--- config.mk ---
export PLATFORM = sky130hd
export DESIGN_NAME = cfg_probe_engine
export DESIGN_NICKNAME = d
export VERILOG_FILES = /design/src/rtl/cfgp_pkg.sv /design/src/rtl/cfgp_access.sv /design/src/rtl/cfgp_seq.sv /design/src/rtl/cfg_probe_engine.sv
export SDC_FILE = /design/constraint.sdc
export NUM_CORES = 1
export LEC_CHECK = 0
export BUFFER_PORTS_ARGS = -buffer_cell sky130_fd_sc_hd__buf_2
export CAP_MARGIN = 20
export CORE_MARGIN = 1
export CORE_UTILIZATION = 50
export DETAILED_ROUTE_END_ITERATION = 6
export PLACE_DENSITY = 0.77
export SETUP_SLACK_MARGIN = 0.3
export SYNTH_ARGS = -nofsm -noshare
export SYNTH_HDL_FRONTEND = slang
export SYNTH_SLANG_ARGS = --single-unit
--- constraint.sdc ---
create_clock -name clk -period 1.5 [get_ports clk]
set_input_delay 0.3 -clock clk [delete_from_list [all_inputs] [get_ports clk]]
set_output_delay 0.3 -clock clk [all_outputs]
set_load 0.01 [all_outputs]
--- src/rtl/cfgp_pkg.sv ---
package cfgp_pkg;
  // Probe sequencer states; order follows the access sequence.
  typedef enum logic [3:0] {
    ST_IDLE,
    ST_PRI_ID,
    ST_FB_HI,
    ST_FB_LO,
    ST_ALT_ID,
    ST_B0_HI,
    ST_B0_LO,
    ST_B1_HI,
    ST_B1_LO,
    ST_ENABLE
  } probe_st_t;

  // Phases of one indexed access on the bus.
  typedef enum logic [1:0] {
    PH_IDLE,
    PH_INDEX,
    PH_DATA
  } phase_t;
endpackage

--- src/rtl/cfgp_access.sv ---
module cfgp_access
  import cfgp_pkg::*;
#(
  parameter int ADDR_W = 16,
  parameter int DATA_W = 8
) (
  input  logic              clk,
  input  logic              rst,
  input  logic              op_go,
  input  logic              op_wr,
  input  logic [ADDR_W-1:0] op_base,
  input  logic [DATA_W-1:0] op_idx,
  input  logic [DATA_W-1:0] op_wdata,
  output logic              op_done,
  output logic [DATA_W-1:0] op_rdata,
  output logic              bus_req,
  output logic              bus_we,
  output logic [ADDR_W-1:0] bus_addr,
  output logic [DATA_W-1:0] bus_wdata,
  input  logic              bus_ack,
  input  logic [DATA_W-1:0] bus_rdata
);
  localparam logic [ADDR_W-1:0] DATA_OFS = {{(ADDR_W-1){1'b0}}, 1'b1};

  phase_t            ph;
  logic              wr_q;
  logic [ADDR_W-1:0] base_q;
  logic [DATA_W-1:0] wd_q;

  always_ff @(posedge clk) begin
    if (rst) begin
      ph        <= PH_IDLE;
      wr_q      <= 1'b0;
      base_q    <= '0;
      wd_q      <= '0;
      bus_req   <= 1'b0;
      bus_we    <= 1'b0;
      bus_addr  <= '0;
      bus_wdata <= '0;
      op_done   <= 1'b0;
      op_rdata  <= '0;
    end else begin
      op_done <= 1'b0;
      unique case (ph)
        PH_IDLE: if (op_go) begin
          wr_q      <= op_wr;
          base_q    <= op_base;
          wd_q      <= op_wdata;
          bus_req   <= 1'b1;
          bus_we    <= 1'b1;
          bus_addr  <= op_base;
          bus_wdata <= op_idx;
          ph        <= PH_INDEX;
        end
        PH_INDEX: if (bus_ack) begin
          bus_addr  <= base_q + DATA_OFS;
          bus_we    <= wr_q;
          bus_wdata <= wr_q ? wd_q : '0;
          ph        <= PH_DATA;
        end
        PH_DATA: if (bus_ack) begin
          bus_req  <= 1'b0;
          bus_we   <= 1'b0;
          op_done  <= 1'b1;
          op_rdata <= bus_rdata;
          ph       <= PH_IDLE;
        end
        default: ph <= PH_IDLE;
      endcase
    end
  end
endmodule

--- src/rtl/cfgp_seq.sv ---
module cfgp_seq
  import cfgp_pkg::*;
#(
  parameter int                 ADDR_W    = 16,
  parameter int                 DATA_W    = 8,
  parameter logic [ADDR_W-1:0]  PRI_BASE  = 16'h002E,
  parameter logic [ADDR_W-1:0]  SEC_BASE  = 16'h004E,
  parameter logic [DATA_W-1:0]  ID_IDX    = 8'h20,
  parameter logic [DATA_W-1:0]  PRI_ID    = 8'hEF,
  parameter logic [DATA_W-1:0]  ALT_ID    = 8'hF6,
  parameter logic [DATA_W-1:0]  FB_HI_IDX = 8'h2C,
  parameter logic [DATA_W-1:0]  FB_LO_IDX = 8'h2B,
  parameter logic [DATA_W-1:0]  B0_IDX    = 8'h60,
  parameter logic [DATA_W-1:0]  B1_IDX    = 8'h62,
  parameter logic [DATA_W-1:0]  ENA_IDX   = 8'h30,
  parameter logic [DATA_W-1:0]  ENA_VAL   = 8'h01,
  localparam int                BASE_W    = 2 * DATA_W
) (
  input  logic              clk,
  input  logic              rst,
  input  logic              start,
  input  logic              op_done,
  input  logic [DATA_W-1:0] op_rdata,
  output logic              op_go,
  output logic              op_wr,
  output logic [ADDR_W-1:0] op_base,
  output logic [DATA_W-1:0] op_idx,
  output logic [DATA_W-1:0] op_wdata,
  output logic              busy,
  output logic              done,
  output logic              found,
  output logic              err,
  output logic              alt_used,
  output logic [BASE_W-1:0] dev_base0,
  output logic [BASE_W-1:0] dev_base1
);
  localparam logic [DATA_W-1:0] ONE_D   = {{(DATA_W-1){1'b0}}, 1'b1};
  localparam logic [DATA_W-1:0] LO_MASK = ~ONE_D;

  probe_st_t         st;
  logic [ADDR_W-1:0] cur_base;
  logic [DATA_W-1:0] fb_hi;
  logic [BASE_W-1:0] fb_raw;
  logic [ADDR_W-1:0] fb_base;

  assign fb_raw = {fb_hi, op_rdata & LO_MASK};

  // Fit the assembled fallback base to the bus address width.
  generate
    if (ADDR_W > BASE_W) begin : g_ext
      assign fb_base = {{(ADDR_W-BASE_W){1'b0}}, fb_raw};
    end else begin : g_cut
      assign fb_base = fb_raw[ADDR_W-1:0];
    end
  endgenerate

  // Access parameters follow the current state.
  always_comb begin
    op_wr    = (st == ST_ENABLE);
    op_wdata = ENA_VAL;
    op_base  = (st == ST_FB_HI || st == ST_FB_LO) ? SEC_BASE : cur_base;
    unique case (st)
      ST_FB_HI: op_idx = FB_HI_IDX;
      ST_FB_LO: op_idx = FB_LO_IDX;
      ST_B0_HI: op_idx = B0_IDX;
      ST_B0_LO: op_idx = B0_IDX + ONE_D;
      ST_B1_HI: op_idx = B1_IDX;
      ST_B1_LO: op_idx = B1_IDX + ONE_D;
      ST_ENABLE: op_idx = ENA_IDX;
      default:  op_idx = ID_IDX;
    endcase
  end

  always_ff @(posedge clk) begin
    if (rst) begin
      st        <= ST_IDLE;
      cur_base  <= '0;
      fb_hi     <= '0;
      op_go     <= 1'b0;
      busy      <= 1'b0;
      done      <= 1'b0;
      found     <= 1'b0;
      err       <= 1'b0;
      alt_used  <= 1'b0;
      dev_base0 <= '0;
      dev_base1 <= '0;
    end else begin
      op_go <= 1'b0;
      done  <= 1'b0;
      if (st == ST_IDLE) begin
        if (start) begin
          st        <= ST_PRI_ID;
          cur_base  <= PRI_BASE;
          op_go     <= 1'b1;
          busy      <= 1'b1;
          found     <= 1'b0;
          err       <= 1'b0;
          alt_used  <= 1'b0;
          dev_base0 <= '0;
          dev_base1 <= '0;
        end
      end else if (op_done) begin
        op_go <= 1'b1;
        unique case (st)
          ST_PRI_ID: st <= (op_rdata == PRI_ID) ? ST_B0_HI : ST_FB_HI;
          ST_FB_HI: begin
            fb_hi <= op_rdata;
            st    <= ST_FB_LO;
          end
          ST_FB_LO: begin
            cur_base <= fb_base;
            alt_used <= 1'b1;
            st       <= ST_ALT_ID;
          end
          ST_ALT_ID: begin
            if (op_rdata == ALT_ID) begin
              st <= ST_B0_HI;
            end else begin
              op_go <= 1'b0;
              busy  <= 1'b0;
              done  <= 1'b1;
              err   <= 1'b1;
              st    <= ST_IDLE;
            end
          end
          ST_B0_HI: begin
            dev_base0[BASE_W-1:DATA_W] <= op_rdata;
            st <= ST_B0_LO;
          end
          ST_B0_LO: begin
            dev_base0[DATA_W-1:0] <= op_rdata;
            st <= ST_B1_HI;
          end
          ST_B1_HI: begin
            dev_base1[BASE_W-1:DATA_W] <= op_rdata;
            st <= ST_B1_LO;
          end
          ST_B1_LO: begin
            dev_base1[DATA_W-1:0] <= op_rdata;
            st <= ST_ENABLE;
          end
          ST_ENABLE: begin
            op_go <= 1'b0;
            busy  <= 1'b0;
            done  <= 1'b1;
            found <= 1'b1;
            st    <= ST_IDLE;
          end
          default: begin
            op_go <= 1'b0;
            st    <= ST_IDLE;
          end
        endcase
      end
    end
  end
endmodule

--- src/rtl/cfg_probe_engine.sv ---
module cfg_probe_engine #(
  parameter int                 ADDR_W    = 16,
  parameter int                 DATA_W    = 8,
  parameter logic [ADDR_W-1:0]  PRI_BASE  = 16'h002E,
  parameter logic [ADDR_W-1:0]  SEC_BASE  = 16'h004E,
  parameter logic [DATA_W-1:0]  ID_IDX    = 8'h20,
  parameter logic [DATA_W-1:0]  PRI_ID    = 8'hEF,
  parameter logic [DATA_W-1:0]  ALT_ID    = 8'hF6,
  parameter logic [DATA_W-1:0]  FB_HI_IDX = 8'h2C,
  parameter logic [DATA_W-1:0]  FB_LO_IDX = 8'h2B,
  parameter logic [DATA_W-1:0]  B0_IDX    = 8'h60,
  parameter logic [DATA_W-1:0]  B1_IDX    = 8'h62,
  parameter logic [DATA_W-1:0]  ENA_IDX   = 8'h30,
  parameter logic [DATA_W-1:0]  ENA_VAL   = 8'h01,
  localparam int                BASE_W    = 2 * DATA_W
) (
  input  logic              clk,
  input  logic              rst,
  input  logic              start,
  output logic              busy,
  output logic              done,
  output logic              found,
  output logic              err,
  output logic              alt_used,
  output logic [BASE_W-1:0] dev_base0,
  output logic [BASE_W-1:0] dev_base1,
  output logic              bus_req,
  output logic              bus_we,
  output logic [ADDR_W-1:0] bus_addr,
  output logic [DATA_W-1:0] bus_wdata,
  input  logic              bus_ack,
  input  logic [DATA_W-1:0] bus_rdata
);
  logic              op_go;
  logic              op_wr;
  logic [ADDR_W-1:0] op_base;
  logic [DATA_W-1:0] op_idx;
  logic [DATA_W-1:0] op_wdata;
  logic              op_done;
  logic [DATA_W-1:0] op_rdata;

  cfgp_seq #(
    .ADDR_W(ADDR_W), .DATA_W(DATA_W), .PRI_BASE(PRI_BASE), .SEC_BASE(SEC_BASE),
    .ID_IDX(ID_IDX), .PRI_ID(PRI_ID), .ALT_ID(ALT_ID), .FB_HI_IDX(FB_HI_IDX),
    .FB_LO_IDX(FB_LO_IDX), .B0_IDX(B0_IDX), .B1_IDX(B1_IDX),
    .ENA_IDX(ENA_IDX), .ENA_VAL(ENA_VAL)
  ) u_seq (
    .clk(clk), .rst(rst), .start(start),
    .op_done(op_done), .op_rdata(op_rdata),
    .op_go(op_go), .op_wr(op_wr), .op_base(op_base), .op_idx(op_idx),
    .op_wdata(op_wdata),
    .busy(busy), .done(done), .found(found), .err(err), .alt_used(alt_used),
    .dev_base0(dev_base0), .dev_base1(dev_base1)
  );

  cfgp_access #(.ADDR_W(ADDR_W), .DATA_W(DATA_W)) u_acc (
    .clk(clk), .rst(rst),
    .op_go(op_go), .op_wr(op_wr), .op_base(op_base), .op_idx(op_idx),
    .op_wdata(op_wdata), .op_done(op_done), .op_rdata(op_rdata),
    .bus_req(bus_req), .bus_we(bus_we), .bus_addr(bus_addr),
    .bus_wdata(bus_wdata), .bus_ack(bus_ack), .bus_rdata(bus_rdata)
  );
endmodule

# ---- Yosys cells after proc, flatten, opt, wreduce, memory -nomap -nowiden
# Cells that the tools add are included.
dict set report op_classes {
  reduce_logical 34
  muxes 61
  addsub 1
  bitwise 3
  eq_ne 19
}
# op count
set op_table {}
lappend op_table {{16-bit 2-to-1 mux} 12}
lappend op_table {{7-bit case mux with 7 select lines} 1}
lappend op_table {{8-bit 2-to-1 mux} 6}
lappend op_table {{16-bit case mux with 2 select lines} 1}
lappend op_table {{4-bit case mux with 8 select lines} 1}
lappend op_table {{3-bit AND reduction} 10}
lappend op_table {{1-bit 2-to-1 mux} 25}
lappend op_table {{2-bit nonzero test} 10}
lappend op_table {{16-bit by 1-bit adder with 16-bit output, second input constant} 1}
lappend op_table {{4-bit by 3-bit equality test with 1-bit output, second input constant} 4}
lappend op_table {{8-bit equality test, second input constant} 2}
lappend op_table {{8-bit case mux with 2 select lines} 1}
lappend op_table {{4-bit 2-to-1 mux} 3}
lappend op_table {{4-bit AND reduction} 3}
lappend op_table {{4-bit by 2-bit equality test with 1-bit output, second input constant} 2}
lappend op_table {{4-bit equality test, second input constant} 2}
lappend op_table {{2-bit inequality test, second input constant} 4}
lappend op_table {{1-bit case mux with 2 select lines} 4}
lappend op_table {{7-bit OR reduction} 1}
lappend op_table {{2-bit 2-to-1 mux} 3}
lappend op_table {{3-bit 2-to-1 mux} 2}
lappend op_table {{2-bit case mux with 3 select lines} 1}
lappend op_table {{2-bit AND reduction} 3}
lappend op_table {{3-bit nonzero test} 2}
lappend op_table {{other kinds (12)} 14}
dict set report word_totals {
  input_bits 12
  word_cells 141
  reg_bits 121
}

# ---- Logic depth before layout (Yosys ltp)
# Gate-level depths: netlist (run 1).
dict set report logic_depth {
  ltp_word 5
  ltp_mapped 7
  ltp_nobuf 4
}

# ---- By module
# Synthesis (run 1) repeated with hierarchy kept, for this count alone.
dict set report hier_totals {
  cells_unflattened 659
  area_unflattened_um2 5644.2
}
# module seq_area_each_um2 n_inst cells_per_inst area_per_inst_um2
set by_module_without_submodules {}
lappend by_module_without_submodules {cfgp_seq 1301.2 1 323 2881.5}
lappend by_module_without_submodules {cfgp_access 1241.2 1 336 2762.6}

# ---- Worst setup path after synthesis (run 1)
# No wires, ideal clock.
dict set report synth_timing {
  path_kind {register -> register}
  from {register u_seq.st[0]}
  to {register u_seq.dev_base1[15]}
  arrival_time_ns 1.410
  required_ns 1.372
  path_buffers 0
  synth_period_minus_slack_ns 1.537
  path_stages_with_launch 5
  path_slack_ns -0.037
  cell_sequence {dfxtp_1 > or4b_4 > a21oi_4 > mux2i_1 > nor2_1}
}
dict set report synth_between {
  elab_chain_len 3
  word_cells_on_any_way 7
  classes_between {2 x eq/ne; 1 x mux; 4 x reduce/logical}
}
# item line_no
set synth_rtl {}
lappend synth_rtl {{start, declared} cfgp_seq.sv:40} ;# probe_st_t st;
lappend synth_rtl {{start signal, assigned} cfgp_seq.sv:105} ;# ST_PRI_ID: st <= (op_rdata == PRI_ID) ? ST_B0_HI : ST_FB_HI;
lappend synth_rtl {{4-bit by 3-bit equality test with 1-bit output or 4-bit zero test (tied branches)} {cfgp_seq.sv:104, cfgp_seq.sv:90}}
lappend synth_rtl {{2-bit nonzero test (no source line) or 2-bit inequality test (tied branches)} n/a}
lappend synth_rtl {{3-bit AND reduction (no source line)} n/a}
lappend synth_rtl {{end signal, assigned by index} cfgp_seq.sv:135} ;# dev_base1[BASE_W-1:DATA_W] <= op_rdata;
lappend synth_rtl {{end signal, assigned by index} cfgp_seq.sv:139} ;# dev_base1[DATA_W-1:0] <= op_rdata;
lappend synth_rtl {{end, declared} cfgp_seq.sv:35} ;# output logic [BASE_W-1:0] dev_base1
# Several ways; a longest one is shown, not always the timed one.
# A chain may end at the register's enable or synchronous reset.

# ---- Final worst setup path (run 1)
dict set report layout_timing {
  from {register u_seq.st[0]}
  to {register u_seq.dev_base1[10]}
}
# Same word-level chain as after synthesis.

==> impl_metrics.py, run 1 <==
metrics = {
    "clock_network": {
        "cts.path.max_buffers": 2,
        "htree_levels": 4,
        "path_clk_slew_ps": 60,
        "cts_made_buffers": 17,
        "cts_tree": "built",
        "insertion_delay_ps": 520,
        "cts-root-buf": "clkbuf_8",
        "cts.sinks": 118,
    },
    "floorplan": {
        "core_mm2": 0.00920,
        "die_h_um": 99.2,
        "die_w_um": 99.2,
        "ios": 75,
        "die_area_mm2": 0.00984,
        "core.rowCount": 35,
        "initial_core_util": 0.514,
    },
    "drt": {
        "ant_nets": 0,
        "routedWlPerCell_um": 20.7,
        "totalWireLength_um": 16500,
        "num_vias": 4846,
        "drc": 0,
        "vias_per_cell": 6.08,
        "first_pass_iters": 5,
        "drt_iter0_markers": 382,
    },
    "power_and_ir_drop": {
        "total_power_mw": 8.10,
        "powerDensity_mw_per_mm2": 1070,
        "ir_drop_uv": 815,
        "p_leak_nw": 3.04,
    },
    "synthesis": {
        "synth-main-ff-cell": "dfxtp_1",
        "yosysMostFrequentCell": "dfxtp_1",
        "synthTopCellsByArea": "dfxtp_1, nor2_1, mux2i_1, a22oi_1, a311oi_1",
        "synthDistinctLibCells": 52,
        "synth_edf_count": 0,
        "synthTopCellsByCount": "dfxtp_1, nor2_1, nand2_1",
        "synth_top_cell_area_share": 0.500,
        "syn_nets": 537,
        "ys.warnings.count": 0,
        "syn_area_mm2": 0.00472,
        "yosysTopAreaCell": "dfxtp_1",
        "ys_seq_elements": 118,
        "yosysSeqAreaShare": 0.500,
        "netlist_instances": 525,
        "synth_area_per_cell_um2": 9.00,
        "async_flop_share": 0,
    },
    "cells_and_area": {
        "fillCellCount": 443,
        "final_area_mm2": 0.00758,
        "final_util": 0.825,
        "instances_no_fill": 797,
        "fin_nets": 687,
        "diodes": 0,
        "drive_above_1_share": 0.506,
        "area_growth_pct": 60.6,
    },
    "critical_path": {
        "startpoint_type": "flop",
        "path_class": "reg2reg",
        "cp.required_ps": 1890,
        "end_kind": "flop",
        "critPathMaxFanout": 8,
        "arrival_ps": 2080,
    },
    "hold_path": {
        "holdCritPathClass": "in2reg",
    },
    "placement": {
        "pre_cts_slack_ps": -110,
        "place_area_mm2": 0.00557,
        "io_buffers": 73,
        "dp_hpwl_um": 8290,
        "place_inst": 715,
        "place.gp.congestion": 0.931,
    },
    "timing": {
        "hold_viol": 0,
        "period_needed_ps": 1690,
        "clock.fmax_ghz": 0.593,
        "grt_setup_unrepaired": "true",
        "finalClockSkew_ps": 11.3,
        "post-route-period-util": 1.12,
        "setup_viol": 49,
        "worst_slack_ps": -187,
        "whs_ps": 41.1,
        "setup_tns_ps": -2690,
        "slew_viol_final": 0,
    },
    "grt": {
        "overflow": 0,
        "grt_pass1_vias": 4434,
        "grt_pass1_wl_um": 22700,
        "track_usage": 0.301,
        "antenna_found_initial": 0,
        "grt_max_degree": 71,
    },
    "status": {
        "violations": "setup timing",
        "status": "complete, but fails checks",
    },
    "run": {
        "max_cap_viol_count": 0,
    },
}
worst paths after layout:
kind                            slack [ps]                               end                          start  cells after the start
worst min-delay path                    40    u_acc.op_rdata[7]$_SDFFE_PP0P_                   bus_rdata[7]                      3
worst max register to register        -190  u_seq.dev_base1[10]$_SDFFE_PP0P_       u_seq.st[0]$_SDFFE_PP0P_                      5
worst max-delay path                  -190  u_seq.dev_base1[10]$_SDFFE_PP0P_       u_seq.st[0]$_SDFFE_PP0P_                      5
worst min register to register         460   u_acc.bus_addr[10]$_SDFFE_PP0P_  u_acc.base_q[10]$_SDFFE_PP0P_                      2
metal layers:
metal	global-route usage	vias to the layer above	routed length (um)	share of wire
met3	0.0738	76	1080	0.066
met1	0.354	2345	6350	0.39
met4	0.152	0	712	0.043
li1	-	2160	-	-
met2	0.512	265	8330	0.51
met5	0	-	0	0
logic make-up after synthesis:
logic type	count (synthesis)	synth area share
AND/OR/NAND/NOR	208	0.203
AO/OA/AOI/OAI	110	0.171
multiplexers	33	0.0702
flip-flops	118	0.500
buffers and inverters	53	0.0514
other	1	0.000794
XOR/XNOR	2	0.00371
cells in the final DEF, fill, tap and decap left out, types with 4 or more instances in the layout:
| master | instances |
|---|---|
| a21oi_1 | 24 |
| a221oi_1 | 4 |
| a22o_1 | 11 |
| a22oi_1 | 15 |
| a22oi_2 | 7 |
| a311oi_1 | 15 |
| buf_12 | 10 |
| buf_2 | 11 |
| buf_4 | 62 |
| buf_6 | 81 |
| buf_8 | 5 |
| clkbuf_16 | 16 |
| clkbuf_8 | 5 |
| dfxtp_1 | 48 |
| dfxtp_2 | 63 |
| dfxtp_4 | 7 |
| inv_1 | 10 |
| mux2i_1 | 30 |
| nand2_1 | 33 |
| nand3_1 | 17 |
| nand3_2 | 7 |
| nor2_1 | 92 |
| nor2_2 | 5 |
| nor2_4 | 6 |
| nor2b_1 | 5 |
| nor2b_4 | 5 |
| nor3_1 | 4 |
| o21ai_2 | 4 |
power breakdown:
part / leakage, nW / switching, mW / total (mW) / internal, mW
Combinational: 1.75 / 0.380 / 0.756 / 0.376
Clock: 0.293 / 1.41 / 4.09 / 2.68
Sequential: 0.991 / 0.0499 / 3.25 / 3.20
layout make-up:
cell class | instances | area (um2) | share of cell area
clock inverter | 8 | 121 | 0.0160
sequential | 118 | 2470 | 0.325
inverter | 10 | 37.5 | 0.00495
timing repair buffer | 172 | 1800 | 0.237
tap | 111 | 139 | 0.0183
multi-input combinational | 356 | 2540 | 0.336
clock buffer | 22 | 473 | 0.0624
sequential cells by signal, indices dropped and copies added (netlist names), 7 cells and up:
name	flops
u_acc.base_q	15
u_acc.bus_addr	16
u_seq.fb_hi	8
u_seq.dev_base1	16
u_acc.bus_wdata	7
u_acc.op_rdata	8
u_seq.cur_base	15
u_seq.dev_base0	16
worst max-delay path: stages, from the launching register on:
cell and delay (ps):
dfxtp_4 360, or4b_4 550, a21oi_4 180, buf_12 150
mux2i_1 260, nor2_1 60
repair_timing:
item                                    in CTS  in global routing
endpoints found under the setup margin     174                176
hold buffers                                 0                  0
resized for setup                          177                 68
setup buffers                               28                 18
pin swaps                                   17                 33
cloned                                       4                  2
Note: power is estimated with default switching activity, not from simulation.
==> run 2, diff against run 1 <==
CELL_PAD_IN_SITES_DETAIL_PLACEMENT = 0   (was default)
CELL_PAD_IN_SITES_GLOBAL_PLACEMENT = 1   (was default)
CORE_UTILIZATION = 38   (was 50)
CTS_BUF_LIST = sky130_fd_sc_hd__clkbuf_16   (was default)
==> impl_metrics.py, run 2 (same netlist as run 1, synthesis figures left out) <==
metrics = {
    "status": {
        "status": "complete, but fails checks",
        "violations": "setup timing",
    },
    "floorplan": {
        "ios": 75,
        "die_h_um": 113,
        "core_mm2": 0.0121,
        "die_w_um": 113,
        "core.rowCount": 40,
        "initial_core_util": 0.392,
        "die_area_mm2": 0.0129,
    },
    "critical_path": {
        "startpoint_type": "flop",
        "cpPeakStageDelay_ps": 580,
        "critPathMaxFanout": 6,
        "crit_start": "u_seq.st[1]$_SDFFE_PP0P_",
        "cp.required_ps": 1850,
        "arrival_ps": 1940,
        "path_cells": "or4b_1 > a31o_4 > a21oi_4 > nor2b_4",
        "end_kind": "flop",
        "path_class": "reg2reg",
        "rrSetupSlack_ps": -90,
        "cp_top_family": "simple AND/OR/NAND/NOR gates",
        "critPathBufInv": 0,
        "timing.rr.start": "u_seq.st[1]$_SDFFE_PP0P_",
        "slowest_stage": "or4b_1",
    },
    "power_and_ir_drop": {
        "ir_drop_uv": 668,
        "p_leak_nw": 3.03,
        "powerDensity_mw_per_mm2": 1000,
        "total_power_mw": 7.60,
    },
    "timing": {
        "setup_viol": 35,
        "finalClockSkew_ps": 8.44,
        "post-route-period-util": 1.06,
        "worst_slack_ps": -93.2,
        "clock.fmax_ghz": 0.628,
        "grt_setup_unrepaired": "true",
        "hold_viol": 0,
        "period_needed_ps": 1590,
        "slew_viol_final": 0,
    },
    "cells_and_area": {
        "area_growth_pct": 60.5,
        "fin_nets": 685,
        "layout_common_cells": "nor2_1, dfxtp_1, buf_2",
        "final_util": 0.629,
        "largestRegisters": "u_acc.bus_addr x16, u_seq.dev_base0 x16, u_seq.dev_base1 x16",
        "layout.cells.most_common": "nor2_1",
        "diodes": 0,
        "drive_above_1_share": 0.522,
    },
    "clock_network": {
        "insertion_delay_ps": 410,
        "cts_tree": "built",
        "cts.path.max_buffers": 2,
        "cts.sinks": 118,
        "htree_levels": 4,
        "path_clk_slew_ps": 50,
        "cts_made_buffers": 17,
        "cts-root-buf": "clkbuf_16",
    },
    "drt": {
        "routedWlPerCell_um": 17.3,
        "totalWireLength_um": 14800,
        "num_vias": 4434,
        "ant_nets": 0,
        "drc": 0,
        "first_pass_iters": 4,
        "drt_iter0_markers": 278,
        "vias_per_cell": 5.19,
    },
    "grt": {
        "antenna_found_initial": 0,
        "grt_pass1_vias": 4280,
        "grt_max_degree": 57,
        "overflow": 0,
        "track_usage": 0.230,
        "grt_pass1_wl_um": 22500,
    },
    "hold_path": {
        "holdCritPathClass": "in2reg",
        "hold_start": "bus_rdata[3]",
    },
    "placement": {
        "place.gp.congestion": 0.823,
        "dp_hpwl_um": 8850,
        "io_buffers": 73,
    },
    "run": {
        "max_cap_viol_count": 0,
    },
}
==> run 2: metal layers <==
layer  wire [um]  track usage
met1        6300        0.272
met2        7380        0.382
met3         749       0.0638
met4         334        0.116
met5           0            0
==> run 2: where the power goes <==
group	switching, mW	internal, mW
registers	0.0433	3.20
logic	0.395	0.376
clock network	1.37	2.22
==> run 2: cell type report <==
class | instances | area (um2)
Clock inverter | 15 | 100
Inverter | 10 | 37.5
Tap cell | 168 | 210
Timing Repair Buffer | 171 | 1600
Multi-Input combinational cell | 355 | 2770
Clock buffer | 17 | 425
Fill cell | 989 | 4480
Sequential cell | 118 | 2440
==> run 2: what timing repair did <==
action | 4_1_cts | 5_1_grt
setup buffers | 27 | 10
endpoints found under the hold margin | 0 | 0
pin swaps | 40 | 44
gates resized for setup | 149 | 91
cloned | 6 | 2
hold buffers | 0 | 0
setup endpoints to repair | 119 | 152
==> run 2: final timing paths <==
kind / endpoint / depth (start not counted)
setup / recovery: u_seq.done$_SDFF_PP0_ / 4
hold / removal: u_acc.op_rdata[3]$_SDFFE_PP0P_ / 3
setup reg to reg: u_seq.done$_SDFF_PP0_ / 4
hold reg to reg: u_acc.bus_addr[1]$_SDFFE_PP0P_ / 2
==> run 2: worst reg2reg max path, delay by kind of cell, from the launching register on <==
kind,cells,cell delay (ps)
and+or+nand+nor,2,740
DFF,1,370
AOI/OAI and AO/OA,2,430
==> run 2: through the flow <==
stage	setup TNS [ps]	hold WS, ps	instances	setup WS (ps)	area [um2]
4_1_cts	-711	129	842	-67.0	7160
3_5_place_dp	-1560	445	777	-84.5	5680
5_1_grt	-3930	151	854	-139	7580
6_report	-1120	144	854	-93.2	7580
2_1_floorplan	-237	441	525	-29.7	4880
3_3_place_gp	-635	439	777	-65.1	5680
